--- config.mk ---
export PLATFORM = sky130hd
export DESIGN_NAME = sys_exc_ctrl
export DESIGN_NICKNAME = d
export VERILOG_FILES = /design/src/rtl/sys_exc_pkg.sv /design/src/rtl/sys_exc_decode.sv /design/src/rtl/sys_exc_state.sv /design/src/rtl/sys_exc_prio.sv /design/src/rtl/sys_exc_ctrl.sv
export SDC_FILE = /design/constraint.sdc
export NUM_CORES = 1
export LEC_CHECK = 0
export BUFFER_PORTS_ARGS = -buffer_cell sky130_fd_sc_hd__buf_2
export CAP_MARGIN = 20
export CORE_UTILIZATION = 35
export DETAILED_ROUTE_END_ITERATION = 8
export HOLD_SLACK_MARGIN = 0.06
export MAX_ROUTING_LAYER = met4
export PLACE_DENSITY = 0.62
export SLEW_MARGIN = 0
export SYNTH_ARGS = -nofsm -noshare
export SYNTH_HDL_FRONTEND = slang
export SYNTH_SLANG_ARGS = --single-unit
--- constraint.sdc ---
create_clock -name clk_i -period 4.1 [get_ports clk_i]
set_input_delay 0.205 -clock clk_i [delete_from_list [all_inputs] [get_ports clk_i]]
set_output_delay 0.205 -clock clk_i [all_outputs]
set_load 0.05 [all_outputs]
--- src/rtl/sys_exc_pkg.sv ---
package sys_exc_pkg;
  localparam int unsigned EXC_NMI   = 2;
  localparam int unsigned EXC_MEM   = 4;
  localparam int unsigned EXC_BUS   = 5;
  localparam int unsigned EXC_USAGE = 6;
  localparam int unsigned EXC_SVC   = 11;
  localparam int unsigned EXC_DEBUG = 12;
  localparam int unsigned EXC_DEFER = 14;
  localparam int unsigned EXC_TICK  = 15;

  // exceptions that own pending/active state
  localparam logic [15:0] TRACKED_MASK = 16'hD874;

  localparam logic [11:0] OFS_CTYPE  = 12'h004;
  localparam logic [11:0] OFS_STAT   = 12'hD04;
  localparam logic [11:0] OFS_VBASE  = 12'hD08;
  localparam logic [11:0] OFS_KEYCTL = 12'hD0C;
  localparam logic [11:0] OFS_PRIO0  = 12'hD18;
  localparam logic [11:0] OFS_HSTAT  = 12'hD24;

  localparam logic [15:0] KEY_VAL    = 16'h05FA;
  localparam logic [31:0] KEYCTL_RD  = 32'h0FA05000;
  localparam logic [31:0] VBASE_MASK = 32'hFFFFFF80;

  localparam int unsigned PRIO_WORDS = 3;

  typedef struct packed {
    logic                  ctype;
    logic                  stat;
    logic                  vbase;
    logic                  keyctl;
    logic [PRIO_WORDS-1:0] prio;
    logic                  hstat;
    logic                  bad;
  } sel_t;
endpackage

--- src/rtl/sys_exc_decode.sv ---
module sys_exc_decode
  import sys_exc_pkg::*;
(
  input  logic [11:0] addr_i,
  output sel_t        sel_o
);
  logic [PRIO_WORDS-1:0] prio_hit;

  for (genvar k = 0; k < PRIO_WORDS; k++) begin : g_prio
    assign prio_hit[k] = (addr_i == OFS_PRIO0 + 12'(4 * k));
  end

  always_comb begin
    sel_o       = '0;
    sel_o.ctype  = (addr_i == OFS_CTYPE);
    sel_o.stat   = (addr_i == OFS_STAT);
    sel_o.vbase  = (addr_i == OFS_VBASE);
    sel_o.keyctl = (addr_i == OFS_KEYCTL);
    sel_o.prio   = prio_hit;
    sel_o.hstat  = (addr_i == OFS_HSTAT);
    sel_o.bad    = ~(sel_o.ctype | sel_o.stat | sel_o.vbase | sel_o.keyctl |
                     (|prio_hit) | sel_o.hstat);
  end
endmodule

--- src/rtl/sys_exc_state.sv ---
module sys_exc_state
  import sys_exc_pkg::*;
(
  input  logic        clk_i,
  input  logic        rst_ni,
  input  logic        stat_we_i,
  input  logic        hstat_we_i,
  input  logic        clr_all_act_i,
  input  logic [31:0] wdata_i,
  input  logic        tick_i,
  input  logic [15:0] pend_set_i,
  input  logic        act_set_i,
  input  logic        act_clr_i,
  input  logic [3:0]  act_vec_i,
  output logic [15:0] pend_o,
  output logic [15:0] act_o,
  output logic [2:0]  fault_en_o
);
  logic [15:0] pend_q, act_q, set_p, clr_p, set_a, clr_a;
  logic [2:0]  en_q;

  always_comb begin
    set_p = pend_set_i;
    clr_p = '0;
    set_p[EXC_TICK] = set_p[EXC_TICK] | tick_i;
    if (stat_we_i) begin
      set_p[EXC_NMI]   = set_p[EXC_NMI]   | wdata_i[31];
      set_p[EXC_DEFER] = set_p[EXC_DEFER] | wdata_i[28];
      set_p[EXC_TICK]  = set_p[EXC_TICK]  | wdata_i[26];
      clr_p[EXC_DEFER] = wdata_i[27] & ~wdata_i[28];
      clr_p[EXC_TICK]  = wdata_i[25] & ~wdata_i[26];
    end
    set_a = act_set_i ? (16'h1 << act_vec_i) : '0;
    clr_a = clr_all_act_i ? '1 : (act_clr_i ? (16'h1 << act_vec_i) : '0);
  end

  always_ff @(posedge clk_i or negedge rst_ni) begin
    if (!rst_ni) begin
      pend_q <= '0;
      act_q  <= '0;
      en_q   <= '0;
    end else begin
      // sets are applied last so they win over any same-cycle clear
      pend_q <= ((pend_q & ~clr_p & ~set_a) | set_p) & TRACKED_MASK;
      act_q  <= ((act_q & ~clr_a) | set_a) & TRACKED_MASK;
      if (hstat_we_i) en_q <= wdata_i[18:16];
    end
  end

  assign pend_o     = pend_q;
  assign act_o      = act_q;
  assign fault_en_o = en_q;
endmodule

--- src/rtl/sys_exc_prio.sv ---
module sys_exc_prio #(
  parameter int unsigned PRIO_W = 8,
  parameter int unsigned WORDS  = 3,
  localparam int unsigned SLOTS = 4 * WORDS
) (
  input  logic                    clk_i,
  input  logic                    rst_ni,
  input  logic [WORDS-1:0]        we_i,
  input  logic [31:0]             wdata_i,
  output logic [SLOTS*PRIO_W-1:0] prio_o
);
  for (genvar w = 0; w < WORDS; w++) begin : g_word
    for (genvar b = 0; b < 4; b++) begin : g_byte
      logic [PRIO_W-1:0] q;
      always_ff @(posedge clk_i or negedge rst_ni) begin
        if (!rst_ni)     q <= '0;
        else if (we_i[w]) q <= wdata_i[b*8 +: PRIO_W];
      end
      assign prio_o[(w*4+b)*PRIO_W +: PRIO_W] = q;
    end
  end
endmodule

--- src/rtl/sys_exc_ctrl.sv ---
module sys_exc_ctrl
  import sys_exc_pkg::*;
#(
  parameter int unsigned NUM_EXT_IRQ = 64,
  parameter int unsigned PRIO_W      = 8,
  localparam int unsigned VEC_W      = $clog2(16 + NUM_EXT_IRQ),
  localparam int unsigned PRIO_BITS  = 4 * PRIO_WORDS * PRIO_W
) (
  input  logic                 clk_i,
  input  logic                 rst_ni,
  input  logic                 wr_en_i,
  input  logic                 rd_en_i,
  input  logic [11:0]          addr_i,
  input  logic [31:0]          wdata_i,
  output logic [31:0]          rdata_o,
  output logic                 err_o,
  input  logic                 tick_i,
  input  logic [15:0]          pend_set_i,
  input  logic                 act_set_i,
  input  logic                 act_clr_i,
  input  logic [3:0]           act_vec_i,
  input  logic [VEC_W-1:0]     pend_vec_i,
  input  logic                 ext_pend_i,
  output logic [15:0]          pend_o,
  output logic [15:0]          act_o,
  output logic [2:0]           fault_en_o,
  output logic [PRIO_BITS-1:0] prio_o,
  output logic [31:0]          vtor_o
  ,output logic                rst_req_o
);
  localparam logic [31:0] CTYPE_VAL = 32'(NUM_EXT_IRQ / 32 - 1);

  sel_t        sel;
  logic        key_ok, rst_req_q, err_q;
  logic [31:0] vbase_q, rdata_q, rd_mux, stat_rd, hstat_rd;
  logic [31:0] prio_rd [PRIO_WORDS];
  logic [3:0]  act_low;

  sys_exc_decode u_dec (.addr_i(addr_i), .sel_o(sel));

  assign key_ok = wr_en_i & sel.keyctl & (wdata_i[31:16] == KEY_VAL);

  sys_exc_state u_state (
    .clk_i, .rst_ni,
    .stat_we_i     (wr_en_i & sel.stat),
    .hstat_we_i    (wr_en_i & sel.hstat),
    .clr_all_act_i (key_ok & wdata_i[1]),
    .wdata_i, .tick_i, .pend_set_i, .act_set_i, .act_clr_i, .act_vec_i,
    .pend_o, .act_o, .fault_en_o
  );

  sys_exc_prio #(.PRIO_W(PRIO_W), .WORDS(PRIO_WORDS)) u_prio (
    .clk_i, .rst_ni,
    .we_i    (sel.prio & {PRIO_WORDS{wr_en_i}}),
    .wdata_i,
    .prio_o
  );

  for (genvar w = 0; w < PRIO_WORDS; w++) begin : g_prd
    for (genvar b = 0; b < 4; b++) begin : g_b
      assign prio_rd[w][b*8 +: 8] = 8'(prio_o[(w*4+b)*PRIO_W +: PRIO_W]);
    end
  end

  always_comb begin
    act_low = '0;
    for (int i = 15; i >= 0; i--) if (act_o[i]) act_low = 4'(i);
  end

  always_comb begin
    stat_rd = '0;
    stat_rd[3:0]           = act_low;
    stat_rd[11]            = ($countones(act_o) <= 1);
    stat_rd[12 +: VEC_W]   = pend_vec_i;
    stat_rd[22]            = ext_pend_i;
    stat_rd[26]            = pend_o[EXC_TICK];
    stat_rd[28]            = pend_o[EXC_DEFER];
    stat_rd[31]            = pend_o[EXC_NMI];

    hstat_rd = '0;
    hstat_rd[0]     = act_o[EXC_MEM];
    hstat_rd[1]     = act_o[EXC_BUS];
    hstat_rd[3]     = act_o[EXC_USAGE];
    hstat_rd[7]     = act_o[EXC_SVC];
    hstat_rd[8]     = act_o[EXC_DEBUG];
    hstat_rd[10]    = act_o[EXC_DEFER];
    hstat_rd[11]    = act_o[EXC_TICK];
    hstat_rd[12]    = pend_o[EXC_USAGE];
    hstat_rd[13]    = pend_o[EXC_MEM];
    hstat_rd[14]    = pend_o[EXC_BUS];
    hstat_rd[15]    = pend_o[EXC_SVC];
    hstat_rd[18:16] = fault_en_o;
  end

  always_comb begin
    rd_mux = '0;
    if (sel.ctype)  rd_mux = CTYPE_VAL;
    if (sel.stat)   rd_mux = stat_rd;
    if (sel.vbase)  rd_mux = vbase_q;
    if (sel.keyctl) rd_mux = KEYCTL_RD;
    if (sel.hstat)  rd_mux = hstat_rd;
    for (int w = 0; w < PRIO_WORDS; w++) if (sel.prio[w]) rd_mux = prio_rd[w];
  end

  always_ff @(posedge clk_i or negedge rst_ni) begin
    if (!rst_ni) begin
      vbase_q   <= '0;
      rdata_q   <= '0;
      rst_req_q <= 1'b0;
      err_q     <= 1'b0;
    end else begin
      if (wr_en_i && sel.vbase) vbase_q <= wdata_i & VBASE_MASK;
      if (rd_en_i) rdata_q <= rd_mux;
      rst_req_q <= key_ok & (wdata_i[0] | wdata_i[2]);
      err_q     <= (wr_en_i | rd_en_i) & sel.bad;
    end
  end

  assign vtor_o    = vbase_q;
  assign rdata_o   = rdata_q;
  assign rst_req_o = rst_req_q;
  assign err_o     = err_q;
endmodule

==> flow_summary.json, run 1 <==
{
  "outcome": "completed",
  "hold_path.class": "in2reg",
  "grt_antenna_before_repair": 4,
  "clkTransAtPathRegs_ps": 70,
  "place_area_mm2": 0.009851,
  "startpoint_type": "flop",
  "ios": 276,
  "drt_iter0_drc": 367,
  "rsz0062_at_grt": "false",
  "fin_crit_sh_pct": 82.18,
  "final_nets": 1068,
  "start_util_pct": 35.59,
  "cts_tree": "yes",
  "ys_types": 68,
  "die_area_mm2": 0.02442,
  "drt-vias-per-instance": 5.263,
  "grt_pass1_wl_um": 42260,
  "drv_slew": 0,
  "worst_slack_ps": 730.7,
  "coreArea_mm2": 0.02340,
  "async_flop_share_pct": 100.0,
  "worst_pin_slew_ps": 1056,
  "finalSetupTns_ps": 0,
  "wl_per_cell_um": 21.47,
  "post_cts_buffers": 0,
  "die_width_um": 156.3,
  "final_area_mm2": 0.01080,
  "grt.overflow.total": 0,
  "required_ps": 4450,
  "timing.hold.ws_ps": 79.35,
  "die_y_um": 156.3,
  "multi_input_area_mm2": 0.003696,
  "grt_start_max_net_pins": 101,
  "finalCriticalPeriod_ps": 3369,
  "powerDensity_mw_per_mm2": 377.7,
  "critPathKind": "reg2reg",
  "numCtsBuffers": 17,
  "cp_max_fo": 7,
  "ctsResizeCount": 0,
  "yosysSeqAreaShare_pct": 52.28,
  "arrival_ps": 3720,
  "yosysWarningCount": 0,
  "portBuffers": 244,
  "ir_drop_mv": 0.2295,
  "place_congestion": 0.8506,
  "avgSynthCellArea_um2": 11.70,
  "hpwl_um": 19690,
  "syn_inst": 712,
  "endpoint_kind": "flop",
  "fmax_mhz": 296.8,
  "synthToLayoutAreaGrowth_pct": 29.72,
  "clock_path_buffers": 2,
  "p_leak_nw": 5.617,
  "final_common_cell": "buf_2",
  "synthFlopType": "dfrtp_1",
  "seqCellArea_mm2": 0.004354,
  "setup_viol": 0,
  "max_slew_margin_pct": 29.40,
  "cts_root_buffer": "clkbuf_16",
  "std_cell_rows": 56,
  "drive_gt1_share_pct": 31.16,
  "wl_um": 28300,
  "pre_cts_ws_ps": 732.7,
  "fin_skew_ps": 7.472,
  "most-common-layout-cells": "buf_2 (243), dfrtp_1 (174), mux2_1 (124)",
  "synth_edf_count": 0,
  "nFillCells": 2225,
  "cap_viol_max_count": 0,
  "ant_nets": 0,
  "grt_pass1_vias": 6778,
  "drc": 0,
  "first_pass_iters": 5,
  "finalPower_mw": 4.080,
  "ys_seq_elements": 174,
  "track_usage_pct": 24.28,
  "htree_levels": 4,
  "num_vias": 6936,
  "insertion_delay_ps": 430,
  "cts_sinks": 174,
  "hold_viol": 0,
  "syn_area_mm2": 0.008328
}
[layout make-up]
type / instances / share of cell area, %
clock buffers: 19 / 4.100
clock inverters: 13 / 1.193
repair buffers: 294 / 15.95
diodes: 4 / 0.09266
flip-flops and latches: 174 / 40.31
multi-input cells: 482 / 34.21
well taps: 319 / 3.695
inverters: 13 / 0.4517
[registers in the layout, indices dropped and copies added (netlist names)]
register and flops:
err_o 1, u_state.fault_en_o 3, vtor_o 25, u_state.act_o 8, rst_req_o 1, u_state.pend_o 8, u_prio.g_word.g_byte.q 96, rdata_o 32
[power breakdown]
group          internal (mW)  switching [mW]  total, mW
Clock                  0.868           0.736       1.60
Combinational          0.196           0.462      0.658
Sequential              1.76          0.0605       1.82
[synthesized netlist by cell type (4+ instances only)]
cell	number	area [µm²]
nand3_1	8	40.04
nor2b_1	4	25.02
nor2_1	49	183.9
o2bb2ai_1	11	96.34
a221oi_1	12	105.1
a22o_1	7	61.31
buf_1	5	18.77
a21o_1	5	37.54
a31oi_1	15	93.84
a32oi_1	4	35.03
o22ai_1	4	25.02
buf_2	10	50.05
mux2i_1	9	90.09
a22oi_1	16	120.1
o21ai_1	19	95.09
a21oi_1	23	115.1
dfrtp_1	174	4354
mux2_1	124	1396
nor3_1	15	75.07
inv_1	12	45.04
clkbuf_1	27	101.4
buf_4	23	172.7
and3_1	6	37.54
nand2_1	42	157.7
o21ai_0	10	50.05
nor4b_1	4	35.03
fa_1	4	80.08
[worst paths after layout]
| path | slack, ps | end | cells past startpoint | from |
|---|---|---|---|---|
| worst max-delay path | 730 | rdata_o[11] | 12 | u_state.act_o[2] |
| worst min-delay path | 80 | u_prio.g_word[1].g_byte[2].q[6] | 2 | wdata_i[22] |
| max in group asynchronous | 2730 | u_prio.g_word[1].g_byte[2].q[3] | 3 | rst_ni |
| min in group asynchronous | 360 | u_state.pend_o[12] | 2 | rst_ni |
| worst min register to register | 480 | u_state.pend_o[12] | 1 | u_state.pend_o[12] |
| worst max register to register | 730 | rdata_o[11] | 12 | u_state.act_o[2] |
[metal layers]
metal  up-vias  GRT usage (%)  routed length, µm
met4         0          7.330                523
met3        28          4.459               1564
met5         -              -                  0
li1       3137              -                  -
met1      3496          32.14              13000
met2       275          37.82              13210
[through the flow]
stage               instances  utilization (%)
floorplan                 734                -
global placement         1247            42.09
detailed placement       1247            42.09
CTS                      1312            45.95
global route             1318            46.16
finish                   1318            46.16
[critical path: stages, from the launching register on]
cell and delay [ps]:
dfrtp_1 460, fa_1 560, inv_1 50, fa_1 490, fa_1 410, inv_1 70, ha_1 150, inv_1 60
fa_1 430, nand3b_1 160, a211oi_1 200, a221oi_1 120, o22ai_1 130
[logic make-up (layout without fill, tap and decap cells)]
logic type / count (synthesis) / after routing / synth area share (%)
other: 1 / 27 / 0.04503
buffers and inverters: 78 / 339 / 4.703
multiplexers: 136 / 136 / 18.25
AO/OA/AOI/OAI: 149 / 149 / 12.46
adder cells (fa/ha/maj): 7 / 7 / 1.412
flip-flops: 174 / 174 / 52.28
AND/OR/NAND/NOR: 167 / 167 / 10.85
[what timing repair did]
item | 4_1_cts | 5_1_grt
hold buffers | 33 | 0
endpoints found under the hold margin | 155 | 0
setup endpoints to repair | 0 | 0
Note: power is estimated with default switching activity, not from simulation.
==> inputs of run 2 (changes only) <==
- PLACE_DENSITY: 0.62 -> 0.64
- clock period: 4.1 -> 2.9 ns (I/O delays scaled with it)
==> flow_summary.json, run 2 (synthesis results as in run 1) <==
{
  "cp_max_fo": 2,
  "p_clk_share_pct": 39.1,
  "max_slew_margin_pct": 39.30,
  "wl_um": 28550,
  "wl_per_cell_um": 21.11,
  "drc": 0,
  "r2r_cells": 12,
  "failed_checks": "negative setup slack",
  "first_pass_iters": 4,
  "post_cts_buffers": 0,
  "hold_path.class": "in2reg",
  "drt-vias-per-instance": 5.240,
  "outcome": "complete, but fails checks",
  "cts_root_buffer": "clkbuf_16",
  "critPathLaunch": "u_state.act_o[4]",
  "grt_antenna_before_repair": 5,
  "coreArea_mm2": 0.02340,
  "htree_levels": 4,
  "ios": 276,
  "clock_path_buffers": 2,
  "ant_nets": 0,
  "place_congestion": 0.8656,
  "place_area_mm2": 0.01002,
  "power_frac_seq_pct": 42.7,
  "largest_register_ffs": 96,
  "grt_start_max_net_pins": 73,
  "insertion_delay_ps": 430,
  "cts_sinks": 174,
  "cts_tree": "yes",
  "die_width_um": 156.3,
  "worst_slack_ps": -311.8,
  "portBuffers": 244,
  "std_cell_rows": 56,
  "regMostFlops": "u_prio.g_word.g_byte.q",
  "critPathKind": "reg2reg",
  "finalCriticalPeriod_ps": 3212,
  "worst_pin_slew_ps": 909.5,
  "rsz0062_at_grt": "true",
  "power_frac_comb_pct": 18.1,
  "drv_slew": 0,
  "grt_pass1_vias": 7010,
  "timing.hold.ws_ps": 60.49,
  "hpwl_um": 20190,
  "powerDensity_mw_per_mm2": 535.0,
  "drt_iter0_drc": 370,
  "holdPathStages": 2,
  "switchingPower_mw": 1.810,
  "numCtsBuffers": 17,
  "endpoint_kind": "flop",
  "fin_crit_sh_pct": 110.8,
  "final_common_cell": "buf_2",
  "grt.overflow.total": 0,
  "pre_cts_ws_ps": -414.3,
  "synthToLayoutAreaGrowth_pct": 33.77,
  "cap_viol_max_count": 0,
  "worstReg2RegStart": "u_state.act_o[4]",
  "arrival_ps": 3560,
  "p_leak_nw": 5.752,
  "ir_drop_mv": 0.3382,
  "min_from": "wdata_i[27]",
  "finalPower_mw": 5.960,
  "num_vias": 7085,
  "fmax_mhz": 311.4,
  "track_usage_pct": 24.75,
  "setup_viol": 1,
  "final_nets": 1103,
  "drive_gt1_share_pct": 32.78,
  "most-common-layout-cells": "buf_2 (243), dfrtp_1 (171), mux2_1 (124)",
  "grt_pass1_wl_um": 43200,
  "hold_viol": 0,
  "clkTransAtPathRegs_ps": 70,
  "startpoint_type": "flop",
  "die_y_um": 156.3,
  "final_area_mm2": 0.01114,
  "fin_skew_ps": 8.190,
  "start_util_pct": 35.59,
  "required_ps": 3250,
  "internal-power_mw": 4.150,
  "die_area_mm2": 0.02442,
  "switching_share_pct": 30.37
}
## run 2: changes by cell type in the layout (fill, tap and decap cells not counted), sizes merged
cell,change
bufinv,+1
buf,+19
clkinv,-3
diode,+1
inv,-3
clkinvlp,+3
dlygate4sd3,+16
## run 2: power by group through the flow
stage                     registers (mW)  clock network, mW  logic [mW]
after global placement              2.59                  0       0.937
after CTS                           2.55               2.38        1.03
final                               2.55               2.33        1.08
after global routing                2.55               2.48        1.17
after detailed placement            2.59                  0       0.969
after floorplan                     2.81                  0       0.400
## run 2: per-stage QoR
stage / setup TNS, ps / util [%] / instances
final: -311.8 / 47.60 / 1352
after global routing: -517.9 / 47.60 / 1352
after CTS: -367.1 / 47.47 / 1347
after detailed placement: -414.3 / 42.84 / 1268
after global placement: -313.5 / 42.84 / 1268
after floorplan: -425.7 / - / 734
## run 2: area by class of cell
type	count	area (µm²)
diodes	5	12.51
clock buffers	19	452.9
clock inverters	11	133.9
fillers	2224	12260
inverters	13	48.80
multi-input cells	482	3722
flip-flops and latches	174	4358
well taps	319	399.1
repair buffers	329	2013
## run 2: final timing paths
kind | end | slack (ps)
max | rdata_o[11] | -310
min | u_prio.g_word[0].g_byte[3].q[3] | 60
max reg2reg | rdata_o[11] | -310
min reg2reg | rdata_o[18] | 500
max in group asynchronous | u_state.act_o[4] | 1870
min in group asynchronous | rdata_o[20] | 190
## run 2: per-layer routing
metal,track usage (%),part of all wire [%],up-vias
met2,38.97,47,294
met3,4.985,6.5,39
met5,-,0,-
met4,7.563,2.4,0
li1,-,-,3211
met1,32.09,44,3541
## run 2: repair_timing
item                                    CTS  global route
hold buffers                             49             0
endpoints found under the setup margin    1             1
resized for setup                         2             5
pin swaps                                 1             3
cloned                                    0             0
endpoints found under the hold margin   171             0
## run 2: critical path, stage by stage (launching register included)
cell	delay, ps
dfrtp_2	420
fa_1	530
inv_1	50
fa_1	490
fa_1	430
inv_2	80
ha_4	130
inv_2	40
fa_2	330
nand3b_1	180
a211oi_2	250
a221oi_2	80
o22ai_1	130
